`src/rtl/dtg_pkg.sv`:
```
package dtg_pkg;

  typedef enum logic [1:0] {
    CMD_LOW  = 2'd0,
    CMD_HIGH = 2'd1,
    CMD_TRI  = 2'd2
  } pwmCmd_e;

  typedef enum logic [2:0] {
    ST_OFF     = 3'd0,
    ST_WAIT_HS = 3'd1,
    ST_HS_ON   = 3'd2,
    ST_WAIT_LS = 3'd3,
    ST_LS_ON   = 3'd4
  } gateState_e;

  // strobes from the sequencer to the datapath
  typedef struct packed {
    logic tmrRun;   // dead-time fallback timer counts while set
    logic swClr;    // low side conducting: forget any switch-node rise
  } ctrlStrobe_t;

  // conditions from the datapath to the sequencer
  typedef struct packed {
    pwmCmd_e cmd;
    logic    swRisen;
    logic    tmrDone;
  } dpStatus_t;

  function automatic int timeoutCycles(longint unsigned clkHz, longint unsigned ns);
    longint unsigned cyc;
    cyc = (ns * clkHz + 64'd999_999_999) / 64'd1_000_000_000;
    if (cyc < 64'd1) cyc = 64'd1;
    return int'(cyc);
  endfunction

endpackage

```
`src/rtl/dtg_datapath.sv`:
```
module dtg_datapath
  import dtg_pkg::*;
#(
  parameter int TRI_CYCLES = 4,
  parameter int TO_CYC     = 25
) (
  input  logic        clk,
  input  logic        rstN,
  input  logic        supplyOk,
  input  logic        pwmAboveHi,
  input  logic        pwmBelowLo,
  input  logic        swNodeLow,
  input  ctrlStrobe_t strobe,
  output dpStatus_t   status
);

  localparam int WIN_W = (TRI_CYCLES < 2) ? 1 : $clog2(TRI_CYCLES + 1);
  localparam int TMR_W = $clog2(TO_CYC + 1);
  localparam logic [WIN_W-1:0] WIN_LAST = WIN_W'(TRI_CYCLES - 1);
  localparam logic [WIN_W-1:0] WIN_SAT  = WIN_W'(TRI_CYCLES);
  localparam logic [TMR_W-1:0] TMR_END  = TMR_W'(TO_CYC);

  pwmCmd_e          cmdQ;
  logic [WIN_W-1:0] winCnt;
  logic [TMR_W-1:0] tmrCnt;
  logic             swSeen;
  logic             isHigh;
  logic             isLow;

  assign isHigh = pwmAboveHi & ~pwmBelowLo;
  assign isLow  = pwmBelowLo & ~pwmAboveHi;

  // command register with window qualification
  always_ff @(posedge clk or negedge rstN) begin
    if (!rstN) begin
      cmdQ   <= CMD_TRI;
      winCnt <= '0;
    end else if (!supplyOk) begin
      cmdQ   <= CMD_TRI;
      winCnt <= '0;
    end else if (isHigh) begin
      cmdQ   <= CMD_HIGH;
      winCnt <= '0;
    end else if (isLow) begin
      cmdQ   <= CMD_LOW;
      winCnt <= '0;
    end else begin
      if (winCnt >= WIN_LAST) cmdQ <= CMD_TRI;
      if (winCnt != WIN_SAT) winCnt <= winCnt + 1'b1;
    end
  end

  // short-pulse fallback timer
  always_ff @(posedge clk or negedge rstN) begin
    if (!rstN) begin
      tmrCnt <= '0;
    end else if (!supplyOk || !strobe.tmrRun) begin
      tmrCnt <= '0;
    end else if (tmrCnt != TMR_END) begin
      tmrCnt <= tmrCnt + 1'b1;
    end
  end

  // remembers whether the switch node went high since the low side was on
  always_ff @(posedge clk or negedge rstN) begin
    if (!rstN) begin
      swSeen <= 1'b0;
    end else if (!supplyOk || strobe.swClr) begin
      swSeen <= 1'b0;
    end else if (!swNodeLow) begin
      swSeen <= 1'b1;
    end
  end

  assign status.cmd     = cmdQ;
  assign status.swRisen = swSeen | ~swNodeLow;
  assign status.tmrDone = (tmrCnt == TMR_END);

endmodule

```
`src/rtl/dtg_control.sv`:
```
module dtg_control
  import dtg_pkg::*;
(
  input  logic        clk,
  input  logic        rstN,
  input  logic        supplyOk,
  input  logic        lsGateLow,
  input  logic        hsGateLow,
  input  logic        swNodeLow,
  input  dpStatus_t   status,
  output ctrlStrobe_t strobe,
  output logic        hsOn,
  output logic        lsOn
);

  gateState_e stateQ;
  gateState_e stateD;
  logic       lsReady;

  // low side may start once the high side is off and either the switch
  // node has fallen again or, if it never rose, the fallback timer ran out
  assign lsReady = hsGateLow & (status.swRisen ? swNodeLow : status.tmrDone);

  always_comb begin
    stateD = stateQ;
    unique case (stateQ)
      ST_OFF: begin
        if (status.cmd == CMD_HIGH)     stateD = ST_WAIT_HS;
        else if (status.cmd == CMD_LOW) stateD = ST_WAIT_LS;
      end
      ST_WAIT_HS: begin
        if (status.cmd == CMD_TRI)      stateD = ST_OFF;
        else if (status.cmd == CMD_LOW) stateD = ST_WAIT_LS;
        else if (lsGateLow)             stateD = ST_HS_ON;
      end
      ST_HS_ON: begin
        if (status.cmd == CMD_TRI)      stateD = ST_OFF;
        else if (status.cmd == CMD_LOW) stateD = ST_WAIT_LS;
      end
      ST_WAIT_LS: begin
        if (status.cmd == CMD_TRI)       stateD = ST_OFF;
        else if (status.cmd == CMD_HIGH) stateD = ST_WAIT_HS;
        else if (lsReady)                stateD = ST_LS_ON;
      end
      ST_LS_ON: begin
        if (status.cmd == CMD_TRI)       stateD = ST_OFF;
        else if (status.cmd == CMD_HIGH) stateD = ST_WAIT_HS;
      end
      default: stateD = ST_OFF;
    endcase
  end

  always_ff @(posedge clk or negedge rstN) begin
    if (!rstN)          stateQ <= ST_OFF;
    else if (!supplyOk) stateQ <= ST_OFF;
    else                stateQ <= stateD;
  end

  assign strobe.tmrRun = (stateQ == ST_WAIT_LS);
  assign strobe.swClr  = (stateQ == ST_LS_ON);
  assign hsOn          = (stateQ == ST_HS_ON);
  assign lsOn          = (stateQ == ST_LS_ON);

endmodule

```
`src/rtl/deadtime_gate_ctrl.sv`:
```
module deadtime_gate_ctrl
  import dtg_pkg::*;
#(
  parameter longint unsigned CLK_HZ     = 64'd125_000_000,
  parameter longint unsigned TIMEOUT_NS = 64'd200,
  parameter int              TRI_CYCLES = 4
) (
  input  logic clk,
  input  logic rstN,
  input  logic supplyOk,
  input  logic pwmAboveHi,
  input  logic pwmBelowLo,
  input  logic lsGateLow,
  input  logic hsGateLow,
  input  logic swNodeLow,
  output logic hsOn,
  output logic lsOn
);

  localparam int TO_CYC = timeoutCycles(CLK_HZ, TIMEOUT_NS);

  ctrlStrobe_t strobe;
  dpStatus_t   status;

  dtg_datapath #(
    .TRI_CYCLES (TRI_CYCLES),
    .TO_CYC     (TO_CYC)
  ) u_dp (
    .clk        (clk),
    .rstN       (rstN),
    .supplyOk   (supplyOk),
    .pwmAboveHi (pwmAboveHi),
    .pwmBelowLo (pwmBelowLo),
    .swNodeLow  (swNodeLow),
    .strobe     (strobe),
    .status     (status)
  );

  dtg_control u_ctrl (
    .clk       (clk),
    .rstN      (rstN),
    .supplyOk  (supplyOk),
    .lsGateLow (lsGateLow),
    .hsGateLow (hsGateLow),
    .swNodeLow (swNodeLow),
    .status    (status),
    .strobe    (strobe),
    .hsOn      (hsOn),
    .lsOn      (lsOn)
  );

endmodule

```
`config.mk`:
```
export PLATFORM = sky130hd
export DESIGN_NAME = deadtime_gate_ctrl
export DESIGN_NICKNAME = d
export VERILOG_FILES = /design/src/rtl/dtg_pkg.sv /design/src/rtl/dtg_datapath.sv /design/src/rtl/dtg_control.sv /design/src/rtl/deadtime_gate_ctrl.sv
export SDC_FILE = /design/constraint.sdc
export NUM_CORES = 1
export LEC_CHECK = 0
export BUFFER_PORTS_ARGS = -buffer_cell sky130_fd_sc_hd__clkbuf_2
export CORE_MARGIN = 4
export CORE_UTILIZATION = 46
export CTS_CLUSTER_SIZE = 16
export DETAILED_ROUTE_END_ITERATION = 16
export SKIP_CTS_REPAIR_TIMING = 1
export SLEW_MARGIN = 15
export SYNTH_ARGS = -nofsm -noshare
export SYNTH_HDL_FRONTEND = slang
export SYNTH_HIERARCHICAL = 1
export SYNTH_SLANG_ARGS = --single-unit
```
`constraint.sdc`:
```
create_clock -name clk -period 2.25 [get_ports clk]
set_clock_uncertainty 0.15 [all_clocks]
set_input_delay 0.3375 -clock clk [delete_from_list [all_inputs] [get_ports clk]]
set_output_delay 0.3375 -clock clk [all_outputs]
set_load 0.01 [all_outputs]
```
[Yosys cells after proc, flatten, opt, wreduce, memory -nomap -nowiden]
Index checks and enable logic that the tools add are counted.
Word-level totals
  register bits: 14
  logic and storage cells: 64
  input bits: 8
  output and inout bits: 2
Cells by class
  bitwise logic cells: 7
  add/subtract/negate cells: 2
  reductions and logical operators: 8
  order comparisons: 1
  multiplexer cells: 26
  eq/ne operators: 15
Operators with widths (count)
  3-bit two-way mux: 16
  3-bit case mux with 5 select lines: 1
  5-bit two-way mux: 2
  2-bit two-way mux: 4
  4-bit by 1-bit inequality test with 1-bit output, second input constant: 2
  3-bit by 2-bit equality test with 1-bit output, second input constant: 2
  5-bit by 1-bit adder with 5-bit output, second input constant: 1
  5-bit equality test, second input constant: 1
  5-bit by 2-bit inequality test with 1-bit output, second input constant: 1
  5-bit by 3-bit inequality test with 1-bit output, second input constant: 1
  5-bit inequality test, second input constant: 1
  4-bit by 2-bit inequality test with 1-bit output, second input constant: 1
  3-bit by 1-bit adder with 3-bit output, second input constant: 1
  1-bit bitwise AND: 3
  3-bit by 1-bit equality test with 1-bit output, second input constant: 1
  3-bit equality test, second input constant: 1
  3-bit by 2-bit >= comparator with 1-bit output, second input constant: 1
  3-bit logical NOT: 1
  1-bit two-way mux: 3
  3-bit inequality test, second input constant: 1
  1-bit NOT: 3
  3-bit AND reduction: 1
  2-bit by 1-bit equality test with 1-bit output, second input constant: 1
  2-bit equality test, second input constant: 1
  other kinds (6): 8

[Depth between registers and ports, before layout]
  depth after elaboration: 9
  mapped depth: 8
  gate-level depth less buffers: 8

[Cells and area by module]
Netlist, hierarchy kept.
Modules (own cells, without submodules)
  dtg_datapath: area each 596.8 um^2, instances 1, seq. area each 276.5 um^2, cells an instance 57
  dtg_control: area each 382.9 um^2, instances 1, seq. area each 75.1 um^2, cells an instance 41

[Worst setup path before layout]
Ideal clock, no wire load.
  kind: register to register
  start point: register u_dp.tmrCnt[0]
  end point: register u_ctrl.stateQ[1]
  arrival time: 1.799 ns
  setup time: 0.120 ns
  cell stages (with the launch flop): 8
  clock period less this slack: 2.070 ns
  data required time: 1.980 ns
  path slack: 0.180 ns
  path buffers: 0
  path through: dfrtp_1 ha_1 nand4b_4 inv_1 mux2_4 a2111oi_4 nor3_2 a41o_1
RTL lines
  start: declaration: RTL line dtg_datapath.sv:25  | logic [TMR_W-1:0] tmrCnt;
  start signal: assignment: RTL line dtg_datapath.sv:60  | tmrCnt <= tmrCnt + 1'b1;
  end signal: assignment: RTL line dtg_control.sv:56  | else stateQ <= stateD;
  end: declaration: RTL line dtg_control.sv:16  | gateState_e stateQ;

==> impl_metrics.env <==
export IMPL_period_share=0.942
export IMPL_synth_cell_types=38
export IMPL_dp_hpwl_um=1340
export IMPL_tightest_slew_ns=0.383
export IMPL_holdPathStages=2
export IMPL_diodes=0
export IMPL_dieArea_um2=2930
export IMPL_cts_max_level=1
export IMPL_cts_buffers=3
export IMPL_synth_area_um2=980
export IMPL_synth_edf_count=0
export IMPL_r2r_cells=8
export IMPL_intPower_uw=407
export IMPL_ys_seq_area_frac=0.359
export IMPL_reg2reg_from="u_dp/tmrCnt[1]$_DFFE_PN0P_"
export IMPL_cp_data_required_time_ns=2.29
export IMPL_layout_area_overhead_vs_synth_pct=13.7
export IMPL_gp_congestion=0.680
export IMPL_arrival_ns=2.16
export IMPL_dr_pass1_iters=4
export IMPL_min_period_ns=2.12
export IMPL_wl_per_cell_um=12.7
export IMPL_seq_area_um2=353
export IMPL_clock_latency_ns=0.29
export IMPL_die_y_um=54.2
export IMPL_track_usage=0.151
export IMPL_start_kind="flop"
export IMPL_grt_overflow=0
export IMPL_critPathMaxFanout=4
export IMPL_rsz0062_at_grt="false"
export IMPL_hold_path_class="in2reg"
export IMPL_grt_max_degree=15
export IMPL_ios=10
export IMPL_power_switching_uw=155
export IMPL_cts_tree="done"
export IMPL_syn_num_nets=118
export IMPL_status="finished, final reports clean"
export IMPL_synth_ff_type="dfrtp_1"
export IMPL_clock_fmax_ghz=0.472
export IMPL_drc=0
export IMPL_fill_cells=180
export IMPL_reg2reg_setup_slack_ns=0.13
export IMPL_synth_seq_cells=14
export IMPL_setup_tns_final_ns=0
export IMPL_drv_cap=0
export IMPL_ant_nets=0
export IMPL_coreArea_um2=2000
export IMPL_hold_end="u_dp/cmdQ[1]$_DFFE_PN1P_"
export IMPL_min_from="supplyOk"
export IMPL_netlist_instances=98
export IMPL_finish_utilization=0.556
export IMPL_path_clk_slew_ns=0.09
export IMPL_p_seq_frac=0.497
export IMPL_layout_nets=134
export IMPL_path_class="reg2reg"
export IMPL_grt_pass1_wl_um=3110
export IMPL_final_setup_viol_count=0
export IMPL_vdd_drop_max_uv=279
export IMPL_comb_power_share=0.167
export IMPL_pwr_share_clk=0.336
export IMPL_relSlewSlack=0.738
export IMPL_startpoint="u_dp/tmrCnt[1]$_DFFE_PN0P_"
export IMPL_vias=715
export IMPL_p_sw_frac=0.276
export IMPL_fin_area_um2=1110
export IMPL_antenna_found_initial=0
export IMPL_syn_mean_instance_area_um2=10.0
export IMPL_grt_pass1_vias=755
export IMPL_drt_iter0_drc=5
export IMPL_ys_warn_count=6
export IMPL_reg2reg_to="u_ctrl/stateQ[1]$_DFFE_PN0P_"
export IMPL_power_density_nw_per_um2=504
export IMPL_via_per_inst=5.11
export IMPL_hold_viol_final=0
export IMPL_fp_row_count=16
export IMPL_cts_root_buf="clkbuf_4"
export IMPL_endpoint_kind="flop"
export IMPL_hold_slack_ns=0.191
export IMPL_placed_area_um2=1050
export IMPL_synth_async_reset_ratio=1.00
export IMPL_power_total_uw=562
export IMPL_start_util=0.489
export IMPL_report_final_slew_viol_count=0
export IMPL_drive_gt1_frac=0.239
export IMPL_multiInputGateArea_um2=568
export IMPL_drt_wl_total_um=1780
export IMPL_p_leak_nw=0.587
export IMPL_die_w_um=54.2
export IMPL_cts_sinks=14
export IMPL_cts_buffer_depth=2
export IMPL_numPortBuffers=9
[per-stage QoR]
stage / setup slack (ns) / std cells
floorplan: 0.180 / 98
global placement: 0.134 / 133
detailed placement: 0.0716 / 133
CTS: 0.0575 / 137
global route: 0.0143 / 140
finish: 0.131 / 140
[worst max-delay path by stage]
stage / endpoint / slack [ns]
after floorplan: u_ctrl/stateQ[1]$_DFFE_PN0P_ / 0.18
after global placement: u_ctrl/stateQ[1]$_DFFE_PN0P_ / 0.13
after detailed placement: u_ctrl/stateQ[1]$_DFFE_PN0P_ / 0.07
after CTS: u_ctrl/stateQ[1]$_DFFE_PN0P_ / 0.06
after global routing: u_ctrl/stateQ[1]$_DFFE_PN0P_ / 0.01
final: u_ctrl/stateQ[1]$_DFFE_PN0P_ / 0.13
[flip-flops by register name, summed over array words and instances, names as in the netlist]
signal / flops
u_dp/tmrCnt: 5
u_ctrl/stateQ: 3
u_dp/winCnt: 3
u_dp/cmdQ: 2
u_dp/swSeen: 1
[synthesized netlist by cell type, drive strengths merged (2+ instances only)]
| cell type | count | area (um2) |
|---|---|---|
| inv | 14 | 52.6 |
| dfrtp | 13 | 325 |
| ha | 12 | 150 |
| nor2 | 11 | 41.3 |
| nand2 | 5 | 18.8 |
| nand3 | 4 | 20.0 |
| a21oi | 3 | 15.0 |
| nor3 | 3 | 20.0 |
| xnor2 | 3 | 26.3 |
| a2111oi | 2 | 36.3 |
| a211oi | 2 | 20.0 |
| mux2 | 2 | 26.3 |
| nand3b | 2 | 18.8 |
| nor2b | 2 | 12.5 |
| or2b | 2 | 16.3 |
| xor2 | 2 | 17.5 |
[worst max-delay path: stages (launching register included)]
cell       delay, ns
dfrtp_1         0.40
inv_1           0.06
ha_1            0.21
nand4b_4        0.12
inv_1           0.06
mux2_4          0.28
a2111oi_4       0.39
nor3_2          0.10
a41o_1          0.24
[area by class of cell]
type / count / share of cell area
Multi-Input combinational cell: 69 / 0.510
Sequential cell: 14 / 0.317
Timing Repair Buffer: 12 / 0.0629
Inverter: 14 / 0.0472
Clock buffer: 4 / 0.0326
Tap cell: 27 / 0.0303
[logic make-up (layout without fill, tap and decap cells)]
kind of cell / after synthesis / after routing / share of synthesized area
multiplexers: 2 / 2 / 0.0268
AO/OA/AOI/OAI: 14 / 14 / 0.132
XOR/XNOR: 5 / 5 / 0.0447
buffers and inverters: 15 / 30 / 0.0613
AND/OR/NAND/NOR: 36 / 36 / 0.224
adder cells (fa/ha/maj): 12 / 12 / 0.153
flip-flops: 14 / 14 / 0.359
[layer usage]
metal  wire [um]  share of wire  up-vias  track usage
li1            -              -      364            -
met4          25          0.014        0       0.0705
met5           0              0        -            0
met3          81          0.046        3       0.0609
met2         863           0.49       11        0.253
met1         806           0.45      337        0.165
[cell usage in the layout, fill, tap and decap left out, types with 2 or more instances in the layout]
cell and count:
clkbuf_2 9, clkbuf_4 3, nor3_1 2, nand3_1 4, ha_1 12, nor2_1 11
buf_4 2, inv_1 14, dfrtp_1 12, nand2_1 5, xnor2_1 3, nor2b_1 2
a21oi_1 3, xor2_1 2
[power groups by stage]
stage               combinational, mW  clock [mW]  sequential (mW)
finish                         0.0939       0.189            0.279
global route                    0.108       0.210            0.282
CTS                            0.0930       0.201            0.279
detailed placement             0.0925           0            0.284
global placement               0.0901           0            0.284
floorplan                      0.0643           0            0.280
Note: power is estimated with default switching activity, not from simulation.
